$ cat config.mk
export PLATFORM = sky130hd
export DESIGN_NAME = cmd_seq_top
export DESIGN_NICKNAME = d
export VERILOG_FILES = /design/src/rtl/cmd_seq_pkg.sv /design/src/rtl/cmd_store.sv /design/src/rtl/cmp_track.sv /design/src/rtl/cmd_chan.sv /design/src/rtl/ctl_regs.sv /design/src/rtl/cmd_seq_top.sv
export SDC_FILE = /design/constraint.sdc
export NUM_CORES = 1
export LEC_CHECK = 0
export ABC_CLOCK_PERIOD_IN_PS = 4890
export BUFFER_PORTS_ARGS = -buffer_cell sky130_fd_sc_hd__clkbuf_2
export CAP_MARGIN = 40
export CORE_MARGIN = 1.5
export CORE_UTILIZATION = 32
export CTS_CLUSTER_DIAMETER = 30
export DETAILED_ROUTE_END_ITERATION = 8
export GPL_ROUTABILITY_DRIVEN = 0
export PLACE_DENSITY = 0.53
export SLEW_MARGIN = 5
export SYNTH_ARGS = -nofsm -noshare
export SYNTH_HDL_FRONTEND = slang
export SYNTH_HIERARCHICAL = 1
export SYNTH_SLANG_ARGS = --single-unit
$ cat constraint.sdc
create_clock -name clk -period 4.89 [get_ports clk]
set_clock_uncertainty 0.05 [all_clocks]
set_input_delay 0.2445 -clock clk [delete_from_list [all_inputs] [get_ports clk]]
set_output_delay 0.2445 -clock clk [all_outputs]
set_load 0.02 [all_outputs]
$ cat src/rtl/cmd_seq_pkg.sv
package cmd_seq_pkg;
  parameter int unsigned CS_DEPTH = 16;
  parameter int unsigned CS_PAY_W = 16;
  parameter int unsigned CS_CSR_W = 32;
  localparam int unsigned CS_IDX_W = $clog2(CS_DEPTH);
  localparam int unsigned CS_PTR_W = $clog2(CS_DEPTH + 1);
  localparam int unsigned CS_ENT_W = CS_PAY_W + CS_IDX_W + 2;
  localparam logic [7:0]  CS_REV   = 8'h20;
  localparam int unsigned CS_EN_BIT   = 20;
  localparam int unsigned CS_LOOP_BIT = 19;
  localparam int unsigned CS_RSV_W    = CS_LOOP_BIT;

  typedef struct packed {
    logic                valid;
    logic                dep_en;
    logic [CS_IDX_W-1:0] dep_idx;
    logic [CS_PAY_W-1:0] payload;
  } cmd_entry_t;

  typedef enum logic [1:0] {
    CH_IDLE  = 2'd0,
    CH_RUN   = 2'd1,
    CH_DRAIN = 2'd2,
    CH_FIN   = 2'd3
  } chan_state_e;
endpackage

$ cat src/rtl/cmd_store.sv
module cmd_store
  import cmd_seq_pkg::*;
(
  input  logic                clk,
  input  logic                rst_n,
  input  logic                we,
  input  logic [CS_IDX_W-1:0] waddr,
  input  cmd_entry_t          wdata,
  input  logic [CS_PTR_W-1:0] raddr,
  output cmd_entry_t          rdata
);
  cmd_entry_t mem_q [CS_DEPTH];

  for (genvar e = 0; e < CS_DEPTH; e++) begin : g_ent
    logic ent_we;
    assign ent_we = we && (waddr == CS_IDX_W'(e));
    always_ff @(posedge clk or negedge rst_n) begin
      if (!rst_n) begin
        mem_q[e] <= '0;
      end else if (ent_we) begin
        mem_q[e] <= wdata;
      end
    end
  end

  always_comb begin
    if (int'(raddr) < CS_DEPTH) begin
      rdata = mem_q[raddr[CS_IDX_W-1:0]];
    end else begin
      rdata = '0;
    end
  end
endmodule

$ cat src/rtl/cmp_track.sv
module cmp_track
  import cmd_seq_pkg::*;
(
  input  logic                clk,
  input  logic                rst_n,
  input  logic                clr_all,
  input  logic                issue,
  input  logic [CS_IDX_W-1:0] issue_idx,
  input  logic                done,
  input  logic [CS_IDX_W-1:0] done_idx,
  output logic [CS_DEPTH-1:0] cmp_vec
);
  logic [CS_DEPTH-1:0] vec_q, vec_d;

  always_comb begin
    vec_d = vec_q;
    if (clr_all) begin
      vec_d = '0;
    end else begin
      if (issue) vec_d[issue_idx] = 1'b0;
      if (done)  vec_d[done_idx]  = 1'b1;
    end
  end

  always_ff @(posedge clk or negedge rst_n) begin
    if (!rst_n) vec_q <= '0;
    else        vec_q <= vec_d;
  end

  assign cmp_vec = vec_q;
endmodule

$ cat src/rtl/cmd_chan.sv
module cmd_chan
  import cmd_seq_pkg::*;
#(
  parameter int unsigned MAX_OUT = 16,
  parameter bit          DEP_EN  = 1'b0
) (
  input  logic                clk,
  input  logic                rst_n,
  input  logic                start,
  input  logic                loop_on,
  input  logic                loop_at_start,
  input  logic                release_i,
  input  cmd_entry_t          entry,
  input  logic [CS_DEPTH-1:0] dep_vec,
  input  logic                rdy,
  input  logic                done,
  output logic [CS_PTR_W-1:0] ptr,
  output logic                vld,
  output logic                issue,
  output logic                fin
);
  localparam int unsigned OUT_W = $clog2(MAX_OUT + 1);

  chan_state_e         st_q, st_d;
  logic [CS_PTR_W-1:0] ptr_q, ptr_d;
  logic [OUT_W-1:0]    out_q, out_d;
  logic                dep_on_q, dep_on_d;
  logic                blocked, full, done_ok;

  assign blocked = dep_on_q && entry.dep_en && !dep_vec[entry.dep_idx];
  assign full    = (out_q == OUT_W'(MAX_OUT));
  assign vld     = (st_q == CH_RUN) && entry.valid && !blocked && !full;
  assign issue   = vld && rdy;
  assign done_ok = done && (out_q != '0);
  assign fin     = (st_q == CH_FIN);
  assign ptr     = ptr_q;

  always_comb begin
    st_d     = st_q;
    ptr_d    = ptr_q;
    dep_on_d = dep_on_q;
    unique case (st_q)
      CH_IDLE: begin
        if (start) begin
          st_d     = CH_RUN;
          ptr_d    = '0;
          dep_on_d = DEP_EN && !loop_at_start;
        end
      end
      CH_RUN: begin
        if (issue) begin
          ptr_d = ptr_q + 1'b1;
        end else if (!entry.valid) begin
          if (loop_on) begin
            ptr_d    = '0;
            dep_on_d = 1'b0;
          end else begin
            st_d = CH_DRAIN;
          end
        end
      end
      CH_DRAIN: begin
        if (out_q == '0) st_d = CH_FIN;
      end
      CH_FIN: begin
        if (release_i) st_d = CH_IDLE;
      end
      default: st_d = CH_IDLE;
    endcase
  end

  always_comb begin
    out_d = out_q;
    if (issue && !done_ok)      out_d = out_q + 1'b1;
    else if (!issue && done_ok) out_d = out_q - 1'b1;
  end

  always_ff @(posedge clk or negedge rst_n) begin
    if (!rst_n) begin
      st_q     <= CH_IDLE;
      ptr_q    <= '0;
      dep_on_q <= 1'b0;
      out_q    <= '0;
    end else begin
      st_q     <= st_d;
      ptr_q    <= ptr_d;
      dep_on_q <= dep_on_d;
      out_q    <= out_d;
    end
  end
endmodule

$ cat src/rtl/ctl_regs.sv
module ctl_regs
  import cmd_seq_pkg::*;
#(
  parameter int unsigned MST_ID_W = 4
) (
  input  logic                clk,
  input  logic                rst_n,
  input  logic                csr_wr,
  input  logic [CS_CSR_W-1:0] csr_wdata,
  input  logic                run_end,
  input  logic                irq_en,
  input  logic                irq_clr,
  output logic                start,
  output logic                run_on,
  output logic                loop_on,
  output logic                loop_at_start,
  output logic [CS_CSR_W-1:0] csr_rdata,
  output logic                irq
);
  localparam logic [2:0] ID_CODE = (MST_ID_W <= 1) ? 3'd0 : 3'(MST_ID_W - 1);

  logic en_q, en_d, loop_q, loop_d, irq_q, irq_d;

  assign start         = csr_wr && csr_wdata[CS_EN_BIT] && !en_q;
  assign loop_at_start = csr_wr ? csr_wdata[CS_LOOP_BIT] : loop_q;

  always_comb begin
    en_d = en_q;
    if (start)        en_d = 1'b1;
    else if (run_end) en_d = 1'b0;

    loop_d = loop_q;
    if (csr_wr) loop_d = csr_wdata[CS_LOOP_BIT];

    irq_d = irq_q;
    if (run_end && irq_en) irq_d = 1'b1;
    else if (irq_clr)      irq_d = 1'b0;
  end

  always_ff @(posedge clk or negedge rst_n) begin
    if (!rst_n) begin
      en_q   <= 1'b0;
      loop_q <= 1'b0;
      irq_q  <= 1'b0;
    end else begin
      en_q   <= en_d;
      loop_q <= loop_d;
      irq_q  <= irq_d;
    end
  end

  assign run_on    = en_q;
  assign loop_on   = loop_q;
  assign irq       = irq_q;
  assign csr_rdata = {CS_REV, ID_CODE, en_q, loop_q, {CS_RSV_W{1'b0}}};
endmodule

$ cat src/rtl/cmd_seq_top.sv
module cmd_seq_top
  import cmd_seq_pkg::*;
#(
  parameter int unsigned MST_ID_W = 4,
  parameter int unsigned MAX_OUT  = 16
) (
  input  logic                clk,
  input  logic                rst_n,
  input  logic                csr_wr,
  input  logic [CS_CSR_W-1:0] csr_wdata,
  output logic [CS_CSR_W-1:0] csr_rdata,
  input  logic                irq_en,
  input  logic                irq_clr,
  output logic                irq,
  input  logic                cmd_we,
  input  logic                cmd_bank,
  input  logic [CS_IDX_W-1:0] cmd_addr,
  input  logic [CS_ENT_W-1:0] cmd_wdata,
  output logic                wr_cmd_vld,
  input  logic                wr_cmd_rdy,
  output logic [CS_IDX_W-1:0] wr_cmd_idx,
  output logic [CS_PAY_W-1:0] wr_cmd_payload,
  input  logic                wr_done,
  input  logic [CS_IDX_W-1:0] wr_done_idx,
  output logic                rd_cmd_vld,
  input  logic                rd_cmd_rdy,
  output logic [CS_IDX_W-1:0] rd_cmd_idx,
  output logic [CS_PAY_W-1:0] rd_cmd_payload,
  input  logic                rd_done
);
  localparam int unsigned N_CH = 2;

  logic start, run_on, loop_on, loop_at_start, run_end;
  logic [CS_DEPTH-1:0] wr_cmp;

  cmd_entry_t          ent   [N_CH];
  logic [CS_PTR_W-1:0] ptr   [N_CH];
  logic [CS_DEPTH-1:0] dvec  [N_CH];
  logic                vld   [N_CH];
  logic                rdy   [N_CH];
  logic                done  [N_CH];
  logic                issue [N_CH];
  logic                fin   [N_CH];

  assign rdy[0]  = wr_cmd_rdy;
  assign rdy[1]  = rd_cmd_rdy;
  assign done[0] = wr_done;
  assign done[1] = rd_done;
  assign dvec[0] = '1;
  assign dvec[1] = wr_cmp;
  assign run_end = fin[0] && fin[1];

  ctl_regs #(.MST_ID_W(MST_ID_W)) i_ctl (
    .clk, .rst_n, .csr_wr, .csr_wdata, .run_end, .irq_en, .irq_clr,
    .start, .run_on, .loop_on, .loop_at_start, .csr_rdata, .irq
  );

  for (genvar g = 0; g < N_CH; g++) begin : g_ch
    logic st_we;
    assign st_we = cmd_we && !run_on && (cmd_bank == 1'(g));

    cmd_store i_store (
      .clk, .rst_n,
      .we    (st_we),
      .waddr (cmd_addr),
      .wdata (cmd_entry_t'(cmd_wdata)),
      .raddr (ptr[g]),
      .rdata (ent[g])
    );

    cmd_chan #(.MAX_OUT(MAX_OUT), .DEP_EN(g == 1)) i_chan (
      .clk, .rst_n,
      .start,
      .loop_on,
      .loop_at_start,
      .release_i (run_end),
      .entry     (ent[g]),
      .dep_vec   (dvec[g]),
      .rdy       (rdy[g]),
      .done      (done[g]),
      .ptr       (ptr[g]),
      .vld       (vld[g]),
      .issue     (issue[g]),
      .fin       (fin[g])
    );
  end

  cmp_track i_cmp (
    .clk, .rst_n,
    .clr_all   (start),
    .issue     (issue[0]),
    .issue_idx (ptr[0][CS_IDX_W-1:0]),
    .done      (wr_done),
    .done_idx  (wr_done_idx),
    .cmp_vec   (wr_cmp)
  );

  assign wr_cmd_vld     = vld[0];
  assign wr_cmd_idx     = ptr[0][CS_IDX_W-1:0];
  assign wr_cmd_payload = ent[0].payload;
  assign rd_cmd_vld     = vld[1];
  assign rd_cmd_idx     = ptr[1][CS_IDX_W-1:0];
  assign rd_cmd_payload = ent[1].payload;
endmodule

==> impl_results.md <==
- Vias: 20100
- Sw Pwr: 5.65 mW
- Worst Setup Path Type: flip-flop to flip-flop
- Post-CTS Resized: 0
- Worst hold path type: primary input to flip-flop
- Site Rows: 116
- Max-cap viol count: 0
- CTS Hold Buffers Added: 23
- Share of cells above drive strength 1: 42.9%
- Vias per cell: 5.12
- Initial antenna violation count: 3
- Slew HR: 30.9%
- CTS Buffer Depth: 3
- Crit start category: flip-flop
- Combinational power share: 16.7%
- Mapped Avg Cell Area: 13.6 um2
- Pwr dens: 552 nW/um2
- Seq pwr share: 34.0%
- WP data required: 5430 ps
- Worst-margin pin slew: 1040 ps
- Clk_lat worst skew: 720 ps
- Port buffer count: 87
- Total chip power: 21.8 mW
- Final setup violation count: 0
- Global-route wire length before repair: 136000 um
- Gr ovfl total: 0
- PnR worst setup slack: 460 ps
- Setup slack, reg-to-reg: 460 ps
- RR Startpoint: g_ch[1].i_chan/ptr[2]
- DRC viols: 0
- Setup TNS: 0 ps
- Yosys warnings: 6
- Syn-to-layout area delta: 22.7%
- Period utilisation layout: 90.6%
- WHS Endpoint: g_ch[1].i_chan/out_q[0]
- I/O pin cnt: 148
- Worst-path clk slew: 50 ps
- RSZ-0062 raised after global routing: false
- Final WL: 87700 um
- LEAKAGE: 18.1 nW
- Detail Route Antenna Nets: 0
- GRT Total Usage: 17.4%
- Crit path capture type: flip-flop
- Switch share: 26.0%
- CP arrival: 4970 ps
- Detailed placement HPWL: 52500 um
- Iteration-0 DRC Markers: 970
- Largest net degree at the start of global routing: 145
- Worst hold stages: 4
- Vias in the first global route: 22000
- Drt wl/cell: 22.3 um
- Fmax: 226 MHz
- Setup bufs post-CTS: 0
- Initial Util: 32.2%
- Syn Inst Count: 2358
- Placed insts: 3615
- Setup WS pre-CTS: 505 ps
- Die ar.: 102000 um2
- VDD IR-drop max: 0.000300 V
- Reg-to-reg endpoint: g_ch[1].i_chan/out_q[4]
- CTS Root Cell: clkbuf_16
- Hold Path Origin: rd_done
- P_int: 16.1 mW
- Outcome: finished clean
- FF-to-FF path depth: 17
- Mapped cell area: 32200 um2
- Clock share of power: 49.2%
- Die Span X: 320 um
- Nets: 2593
- H-Tree Depth: 4
- Clock sink count: 668
- CTS tree: done
- TritonRoute pass-1 iters: 4
- Number of diodes: 0
- Final hold viol count: 0
- Max-slew violations: 0
- Core area: 99900 um2
- Number of clock buffers inserted by TritonCTS: 157
- Fin cells: 3925
- Critical-path maximum fanout: 8
- Fin crit period: 4430 ps
- Die Ht: 320 um
placed cells by master (no fill, tap or decap), types with 27 or more instances in the layout:
| cell type | n |
|---|---|
| conb_1 | 30 |
| mux2_2 | 578 |
| nand2b_1 | 37 |
| clkbuf_8 | 30 |
| mux4_2 | 31 |
| nand3_1 | 50 |
| a22oi_1 | 122 |
| clkbuf_2 | 86 |
| clkinv_2 | 27 |
| dfrtp_1 | 666 |
| nand2_1 | 63 |
| buf_4 | 67 |
| mux2i_1 | 261 |
| o21ai_0 | 58 |
| clkbuf_16 | 162 |
| mux2_4 | 50 |
through the flow:
| stage | area, um2 | util (%) | hold slack, ps |
|---|---|---|---|
| after floorplan | 32300 | - | -101 |
| after global placement | 33600 | 33.6 | 377 |
| after detailed placement | 33700 | 33.7 | 395 |
| after CTS | 39400 | 39.5 | 18.6 |
| after global routing | 39400 | 39.5 | 102 |
| final | 39400 | 39.5 | 60.5 |
critical path, stage by stage (launching register included):
cell	delay, ps
dfrtp_1	460
and2_1	340
a22oi_1	260
nand2_1	100
o21ai_0	260
buf_4	220
mux4_1	570
mux2i_1	180
nor2_1	80
o31a_4	400
ha_1	260
inv_1	140
ha_1	270
a21o_1	190
a21oi_1	180
xnor2_1	140
nor2_1	60
xor2_1	140
power by group through the flow:
stage / registers, mW / logic [mW] / clock network [mW]
global placement: 7.40 / 3.50 / 0
detailed placement: 7.47 / 3.64 / 0
finish: 7.41 / 3.64 / 10.7
floorplan: 7.24 / 2.89 / 0
CTS: 7.41 / 3.70 / 10.9
global route: 7.56 / 3.99 / 11.2
area by class of cell:
| type | count | area (um2) |
|---|---|---|
| clock inverter | 72 | 995 |
| timing repair buffer | 187 | 1370 |
| multi-input combinational | 1463 | 14100 |
| fill | 9269 | 60400 |
| clock buffer | 215 | 4550 |
| inverter | 22 | 82.6 |
| tap | 1298 | 1620 |
| sequential | 668 | 16700 |
sequential cells by signal (all words and copies together), names as in the netlist:
| name | count |
|---|---|
| g_ch.i_chan/ptr | 10 |
| g_ch.i_store/mem_q | 624 |
| i_ctl/run_on | 1 |
| i_cmp/cmp_vec | 16 |
| g_ch.i_chan/out_q | 10 |
| g_ch.i_chan/dep_on_q | 1 |
| i_ctl/loop_on | 1 |
| g_ch.i_chan/st_q | 4 |
| i_ctl/irq | 1 |
metal layers:
layer,vias to the layer above,share of wire [%],track usage (%)
li1,8860,-,-
met1,10700,44,22.7
met2,422,49,28.9
met3,160,3.6,3.05
met4,4,2.6,6.21
met5,-,0.021,0
worst max-delay path by stage:
stage / start / endpoint / slack [ps] / cells past startpoint
global placement: g_ch[1].i_chan/ptr[2] / g_ch[1].i_chan/out_q[4] / 580 / 18
floorplan: g_ch[1].i_chan/ptr[0] / g_ch[1].i_chan/out_q[4] / 430 / 20
global route: g_ch[1].i_chan/ptr[2] / g_ch[1].i_chan/out_q[4] / 220 / 18
finish: g_ch[1].i_chan/ptr[2] / g_ch[1].i_chan/out_q[4] / 460 / 17
CTS: g_ch[1].i_chan/ptr[0] / rd_cmd_payload[9] / 330 / 8
detailed placement: g_ch[1].i_chan/ptr[2] / g_ch[1].i_chan/out_q[4] / 500 / 17
Note: power is estimated with default switching activity, not from simulation.
